[config.mk]
export PLATFORM = sky130hd
export DESIGN_NAME = crc32r_fold
export DESIGN_NICKNAME = d
export VERILOG_FILES = /design/src/rtl/crc32r_fold.sv
export SDC_FILE = /design/constraint.sdc
export NUM_CORES = 2
export LEC_CHECK = 0
export BUFFER_PORTS_ARGS = -buffer_cell sky130_fd_sc_hd__buf_2
export CAP_MARGIN = 20
export CELL_PAD_IN_SITES_DETAIL_PLACEMENT = 1
export CELL_PAD_IN_SITES_GLOBAL_PLACEMENT = 1
export CORE_MARGIN = 5
export CORE_UTILIZATION = 35
export CTS_BUF_LIST = sky130_fd_sc_hd__clkbuf_2 sky130_fd_sc_hd__clkbuf_4 sky130_fd_sc_hd__clkbuf_8
export CTS_CLUSTER_SIZE = 14
export DETAILED_ROUTE_END_ITERATION = 6
export PLACE_DENSITY = 0.65
export SLEW_MARGIN = 25
export SYNTH_ARGS = -nofsm -noshare
export SYNTH_HDL_FRONTEND = slang
export SYNTH_SLANG_ARGS = --single-unit
[constraint.sdc]
create_clock -name clk -period 9.4 [get_ports clk]
set_clock_uncertainty 0.05 [all_clocks]
set_input_delay 1.88 -clock clk [delete_from_list [all_inputs] [get_ports clk]]
set_output_delay 1.88 -clock clk [all_outputs]
set_load 0.01 [all_outputs]
[src/rtl/crc32r_fold.sv]
module crc32r_fold #(
  parameter logic [32:0] K3 = 33'h1751997d0,
  parameter logic [32:0] K4 = 33'h0ccaa009e,
  parameter logic [32:0] K5 = 33'h163cd6124,
  parameter logic [32:0] MU = 33'h1f7011641,
  parameter logic [32:0] PP = 33'h1db710641
) (
  input  logic         clk,
  input  logic         rst_n,
  input  logic [31:0]  seed,
  input  logic         in_valid,
  output logic         in_ready,
  input  logic [127:0] in_data,
  input  logic         in_last,
  input  logic [3:0]   in_bytes,
  output logic [31:0]  crc_out,
  output logic         crc_done
);
  typedef enum logic [1:0] {S_TAKE, S_R96, S_R64, S_BAR} st_t;

  function automatic logic [95:0] clm64(input logic [63:0] a, input logic [32:0] b);
    logic [95:0] p;
    p = '0;
    for (int i = 0; i < 33; i++)
      if (b[i]) p = p ^ ({32'b0, a} << i);
    return p;
  endfunction

  function automatic logic [63:0] clm32(input logic [31:0] a, input logic [32:0] b);
    logic [63:0] p;
    p = '0;
    for (int i = 0; i < 33; i++)
      if (b[i]) p = p ^ ({32'b0, a} << i);
    return p;
  endfunction

  st_t          st;
  logic         first_q;
  logic [127:0] rem;

  logic [4:0]   nb;
  logic [7:0]   sh_hi, sh_lo;
  logic [127:0] din, a_blk, b_blk, folded;
  logic [95:0]  t96;
  logic [63:0]  u64;

  assign in_ready = (st == S_TAKE);
  assign nb     = (in_last && in_bytes != 4'd0) ? {1'b0, in_bytes} : 5'd16;
  assign sh_hi  = {5'd16 - nb, 3'b000};
  assign sh_lo  = {nb, 3'b000};
  assign din    = in_data & ({128{1'b1}} >> sh_hi);
  assign a_blk  = rem << sh_hi;
  assign b_blk  = (rem >> sh_lo) | (din << sh_hi);
  assign folded = {32'b0, clm64(a_blk[63:0], K3) ^ clm64(a_blk[127:64], K4)} ^ b_blk;
  assign t96    = clm64(rem[63:0], K4) ^ {32'b0, rem[127:64]};
  assign u64    = rem[95:32] ^ clm32(rem[31:0], K5);

  always_ff @(posedge clk) begin
    if (!rst_n) begin
      st       <= S_TAKE;
      first_q  <= 1'b1;
      rem      <= '0;
      crc_out  <= '0;
      crc_done <= 1'b0;
    end else begin
      crc_done <= 1'b0;
      case (st)
        S_TAKE: if (in_valid) begin
          rem     <= first_q ? (din ^ {96'b0, seed}) : folded;
          first_q <= in_last;
          if (in_last) st <= S_R96;
        end
        S_R96: begin
          rem <= {32'b0, t96};
          st  <= S_R64;
        end
        S_R64: begin
          rem <= {64'b0, u64};
          st  <= S_BAR;
        end
        S_BAR: begin
          crc_out  <= rem[63:32] ^ 32'(clm32(32'(clm32(rem[31:0], MU)), PP) >> 32);
          crc_done <= 1'b1;
          st       <= S_TAKE;
        end
        default: st <= S_TAKE;
      endcase
    end
  end
endmodule

### After elaboration in Yosys (flattened, before gate mapping)

Cells that the tools add are included.

| word-level totals | value |
|---|---|
| output and inout bits | 34 |
| bits in registers | 164 |
| input bits | 168 |

| operators by class | value |
|---|---|
| equal/unequal tests | 5 |
| muxes and demuxes | 66 |
| bitwise logic cells | 89 |
| shifts and indexed selects | 4 |
| reduce and logical (&&, ||, !) cells | 7 |
| $add $sub $neg | 1 |

Operators with widths:

| cell | count |
|---|---|
| $mux 64 | 30 |
| $mux 32 | 28 |
| $xor 32x32->32 | 13 |
| $pmux 128 s3 | 1 |
| $mux 128 | 2 |
| $shl 128x8->128 | 2 |
| $xor 94x95->95 | 2 |
| $xor 91x94->94 | 2 |
| $xor 90x91->91 | 2 |
| $xor 87x90->90 | 2 |
| $xor 85x87->87 | 2 |
| $xor 83x85->85 | 2 |
| $xor 81x83->83 | 2 |
| $xor 71x81->81 | 2 |
| $xor 68x71->71 | 2 |
| $xor 67x68->68 | 2 |
| $xor 66x67->67 | 2 |
| $xor 65x66->66 | 2 |
| $and 128x128->128 | 1 |
| $or 128x128->128 | 1 |
| $shr 128x8->128 | 1 |
| $shr 128x8->128 const A | 1 |
| $xor 128x32->128 | 1 |
| $xor 64x64->64 | 2 |
| 61 further kinds | 65 |

### Depth between registers and ports, before layout

| depth | value |
|---|---|
| depth in word-level cells | 87 |
| mapped depth | 34 |
| depth with buffers taken out | 17 |

### Least setup slack after synthesis

Ideal clock, no wire load.

| path | value |
|---|---|
| kind | input-to-reg |
| from | in in_bytes[0] |
| to | reg rem[58] |
| required time | 9233 ps |
| buffers on the path | 16 |
| setup time | 117 ps |
| setup slack | 756 ps |
| stages | 32 |
| arrival time | 8476 ps |
| cells stage by stage | and2_4 buf_12 inv_8 buf_6 buf_6 buf_6 buf_4 buf_2 buf_2 buf_2 buf_1 clkbuf_1 buf_1 ha_1 clkbuf_1 inv_1 ha_1 clkbuf_1 inv_2 buf_2 buf_2 clkbuf_1 nand4_1 o21ai_0 nand2_1 xor2_1 xnor2_1 xnor2_1 xnor3_1 xnor2_1 nand2_1 a32o_1 |

| on the way | value |
|---|---|
| word-level cells in the longest chain between the ends | 26 |
| elaborated cells between the ends (all ways) | 44 |
| those cells by class | add/sub: 1; shift: 4; mux: 4; bitwise: 33; reduce/logical: 2 |

Ends and longest elaborated chain:

| element | line | source |
|---|---|---|
| from (decl) | 15 | `input logic [3:0] in_bytes,` |
| $reduce_bool 4->1 | 48 | `assign nb = (in_last && in_bytes != 4'd0) ? {1'b0, in_bytes} : 5'd16;` |
| $logic_and 1x1->1 | 48 |  |
| $mux 5 (*) | 48 |  |
| $sub 5x5->5 | 49 | `assign sh_hi = {5'd16 - nb, 3'b000};` |
| $shl 128x8->128 | 52 | `assign a_blk = rem << sh_hi;` |
| $xor 68x70->70 | 25 | `if (b[i]) p = p ^ ({32'b0, a} << i);` |
| $xor 70x71->71 | 25 |  |
| $xor 71x72->72 | 25 |  |
| [... 10 more ...] | -- |  |
| $xor 92x93->93 | 25 |  |
| $xor 93x94->94 | 25 |  |
| $xor 94x96->96 | 25 |  |
| $xor 96x95->96 | 54 | `assign folded = {32'b0, clm64(a_blk[63:0], K3) ^ clm64(a_blk[127:64], K4)} ^ b_blk;` |
| $xor 96x128->128 | 54 |  |
| $mux 128 (*) | 69 | `rem <= first_q ? (din ^ {96'b0, seed}) : folded;` |
| $mux 128 (*) | 68 | `S_TAKE: if (in_valid) begin` |
| $pmux 128 s3 (*) | 67 | `case (st)` |
| to (signal assigned) | 69 |  |
| to (signal assigned) | 74 | `rem <= {32'b0, t96};` |
| to (signal assigned) | 78 | `rem <= {64'b0, u64};` |
| to (decl) | 39 | `logic [127:0] rem;` |

Every way passes the cells marked *; elsewhere a longest branch is shown, timed or not. The select of a mux whose other input is x is not followed.
A chain may end at the register's enable or synchronous reset.

### Final worst setup path

| path | value |
|---|---|
| from | in in_last |
| to | reg rem[70] |

| on the way | value |
|---|---|
| word-level cells in the longest chain between the ends | 24 |
| elaborated cells between the ends (all ways) | 39 |
| those cells by class | add/sub: 1; shift: 4; mux: 4; bitwise: 29; reduce/logical: 1 |

Ends and longest elaborated chain:

| element | line | source |
|---|---|---|
| from (decl) | 14 | `input logic in_last,` |
| $logic_and 1x1->1 (*) | 48 |  |
| $mux 5 (*) | 48 |  |
| $sub 5x5->5 | 49 |  |
| $shl 128x8->128 | 52 |  |
| $xor 70x71->71 | 25 |  |
| $xor 71x72->72 | 25 |  |
| $xor 72x73->73 | 25 |  |
| $xor 73x74->74 | 25 |  |
| [... 8 more ...] | -- |  |
| $xor 92x93->93 | 25 |  |
| $xor 93x94->94 | 25 |  |
| $xor 94x96->96 | 25 |  |
| $xor 96x95->96 | 54 |  |
| $xor 96x128->128 | 54 |  |
| $mux 128 (*) | 69 |  |
| $mux 128 (*) | 68 |  |
| $pmux 128 s3 (*) | 67 |  |

Marked as above.

==> flow_summary.json <==
{
  "status": "finished with violations",
  "violations": "DRC",
  "antenna_found_initial": 42,
  "synth_top_cells_by_count": "xnor2_1 (1652), nand2_1 (520), xor2_1 (489), nor2_1 (408), a21oi_1 (352)",
  "gr-total-overflow": 0,
  "period_share_pct": 88.70,
  "antenna_left": 0,
  "ys_seq_area_share_pct": 7.138,
  "slew_violations": 0,
  "wl_per_cell_um": 52.67,
  "avgSynthCellArea_sq_um": 7.742,
  "setup_viol": 0,
  "dpl_cell_area_sq_mm": 0.05005,
  "cpPeakStageDelay_ns": 1.03,
  "synth_cells": 5941,
  "ios": 202,
  "fin_crit_ns": 8.338,
  "grt_pass1_vias": 52340,
  "numCtsBuffers": 17,
  "crit_fanout": 116,
  "place_ws_ns": 1.059,
  "viasPerCell": 7.232,
  "hold_buffers": 0,
  "ys_ff_latch": 164,
  "drt_drc_violations_left": 18,
  "critPathKind": "in2reg",
  "drt_iter0_markers": 10720,
  "synth_cell_type_count": 106,
  "synth_most_common_cell": "xnor2_1",
  "die_w_um": 372.5,
  "end_kind": "flip-flop",
  "cts-root-buf": "clkbuf_8",
  "synth_fp_nets": 6118,
  "nets": 6151,
  "area_growth_pct": 10.17,
  "yosys.area.top_type": "xnor2_1",
  "setup_tns_ns": 0,
  "worstSkewPairLatency_ns": 0.72,
  "synth_edf_count": 0,
  "cts_htree_levels": 4,
  "hold_path_class": "reg2reg",
  "cts.repair.resized": 0,
  "final_util_pct": 38.69,
  "slew_headroom_pct": 12.59,
  "cts_sinks": 164,
  "drive_above_1_share_pct": 16.07,
  "whs_path_depth": 2,
  "gp_congestion": 1.111,
  "ys_warn_count": 0,
  "start_kind": "primary input",
  "grt_start_max_net_pins": 119,
  "synthArstFlopShare_pct": 0,
  "hold_viol": 0,
  "core_area_sq_mm": 0.1310,
  "max_cap_viol_count": 0,
  "rows": 133,
  "synth_top_cell_area_share_pct": 31.46,
  "dieArea_sq_mm": 0.1388,
  "rr_worst_depth": 13,
  "hpwl_um": 310700,
  "drt_first_pass_iters": 7,
  "design_area_sq_mm": 0.05067,
  "cp.arrival_ns": 8.92,
  "clk_pin_slew_ns": 0.12,
  "cts_tree": "done",
  "cp_cell_sequence": "buf_2 -> and2_4 -> inv_12 -> ha_4 -> nand3b_1 -> buf_4 -> o211a_1 -> o21ai_2 -> buf_4 -> and3_1 -> a31oi_1 -> mux2i_1 -> mux2_2 -> o22ai_1 -> xnor2_1 -> xnor2_1 -> a221oi_1 -> nor2_1",
  "setup_slack_ns": 1.062,
  "grt_setup_unrepaired": "no",
  "worstMarginPinSlew_ns": 1.311,
  "slowest_stage": "o211a_1",
  "numPortBuffers": 201,
  "worstPathRequired_ns": 9.98,
  "wirelength_um": 409900,
  "grt_pass1_wl_um": 522900,
  "max_freq_mhz": 119.9,
  "ys_top_cells_by_area": "xnor2_1 (31%), xor2_1 (9.3%), dfxtp_1 (7.1%)",
  "ys.flop_type": "dfxtp_1",
  "start_util_pct": 35.12,
  "postCtsSetupRepairBufs": 0,
  "die_h_um": 372.5,
  "grtUsageTotal_pct": 56.69,
  "num_vias": 56280,
  "syn_area_sq_mm": 0.04599,
  "cts_max_path_buffers": 2
}
-- worst max-delay path: cells and delay by family --
kind,cells,cell delay [ns]
xor gates and xnor gates,2,0.95
and+or+nand+nor,4,0.73
buffers and inverters,4,1.23
adders and majority gates,1,0.44
muxes,2,0.71
AOI/OAI and AO/OA,5,2.79
-- worst paths after layout --
kind	start	end	slack (ns)
worst min-delay path	crc_out[7]$_SDFFE_PN0P_	crc_out[7]$_SDFFE_PN0P_	0.43
worst max register to register	rem[12]$_SDFFE_PN0P_	rem[79]$_SDFFE_PN0P_	3.43
worst max-delay path	in_last	rem[70]$_SDFFE_PN0P_	1.06
worst min register to register	crc_out[7]$_SDFFE_PN0P_	crc_out[7]$_SDFFE_PN0P_	0.43
-- logic make-up after synthesis --
kind of cell               share of synthesized area, %
xor gates and xnor gates                          43.30
and+or+nand+nor                                   11.49
DFF                                               7.138
buffers and inverters                             5.492
AOI/OAI and AO/OA                                 19.46
muxes                                             12.89
adders and majority gates                        0.2448
-- flip-flops by register name, summed over array words and instances, names as in the netlist --
name	flops
crc_done	1
crc_out	32
first_q	1
rem	128
st	2
-- metal layers --
| layer | vias to the layer above | part of all wire, % | track usage [%] |
|---|---|---|---|
| met4 | 14 | 12 | 50.83 |
| met1 | 28070 | 35 | 65.13 |
| li1 | 20640 | - | - |
| met3 | 1905 | 15 | 26.90 |
| met2 | 5650 | 38 | 77.26 |
| met5 | - | 0.022 | 0.1068 |
-- placed cells by master (no fill, tap or decap), types with 63 or more instances in the layout --
cell type,n
mux4_2,125
xnor2_1,1643
a21oi_1,347
nor2_1,394
xor2_1,488
nand2_1,518
o21ai_0,260
a22oi_1,73
buf_2,205
and3_1,65
nand3_1,125
dfxtp_1,161
buf_4,360
o22ai_1,73
a211oi_1,78
o211ai_1,63
mux2i_1,240
-- layout make-up --
class	count	area (sq um)
multi-input cells	5193	40620
diodes	40	100.1
repair buffers	578	3951
clock inverters	15	185.2
well taps	1755	2196
flip-flops and latches	164	3289
fillers	15980	80290
clock buffers	17	234.0
inverters	20	96.34
-- metrics by stage --
step	std cells	hold slack, ns
CTS	7739	0.4303
floorplan	5941	0.4165
global route	7744	0.4478
detailed placement	7707	0.4110
finish	7782	0.4281
global placement	7698	0.4083
Power is not shown: default switching activity piles up to over one toggle a cycle in this logic, so the estimate is an artifact.
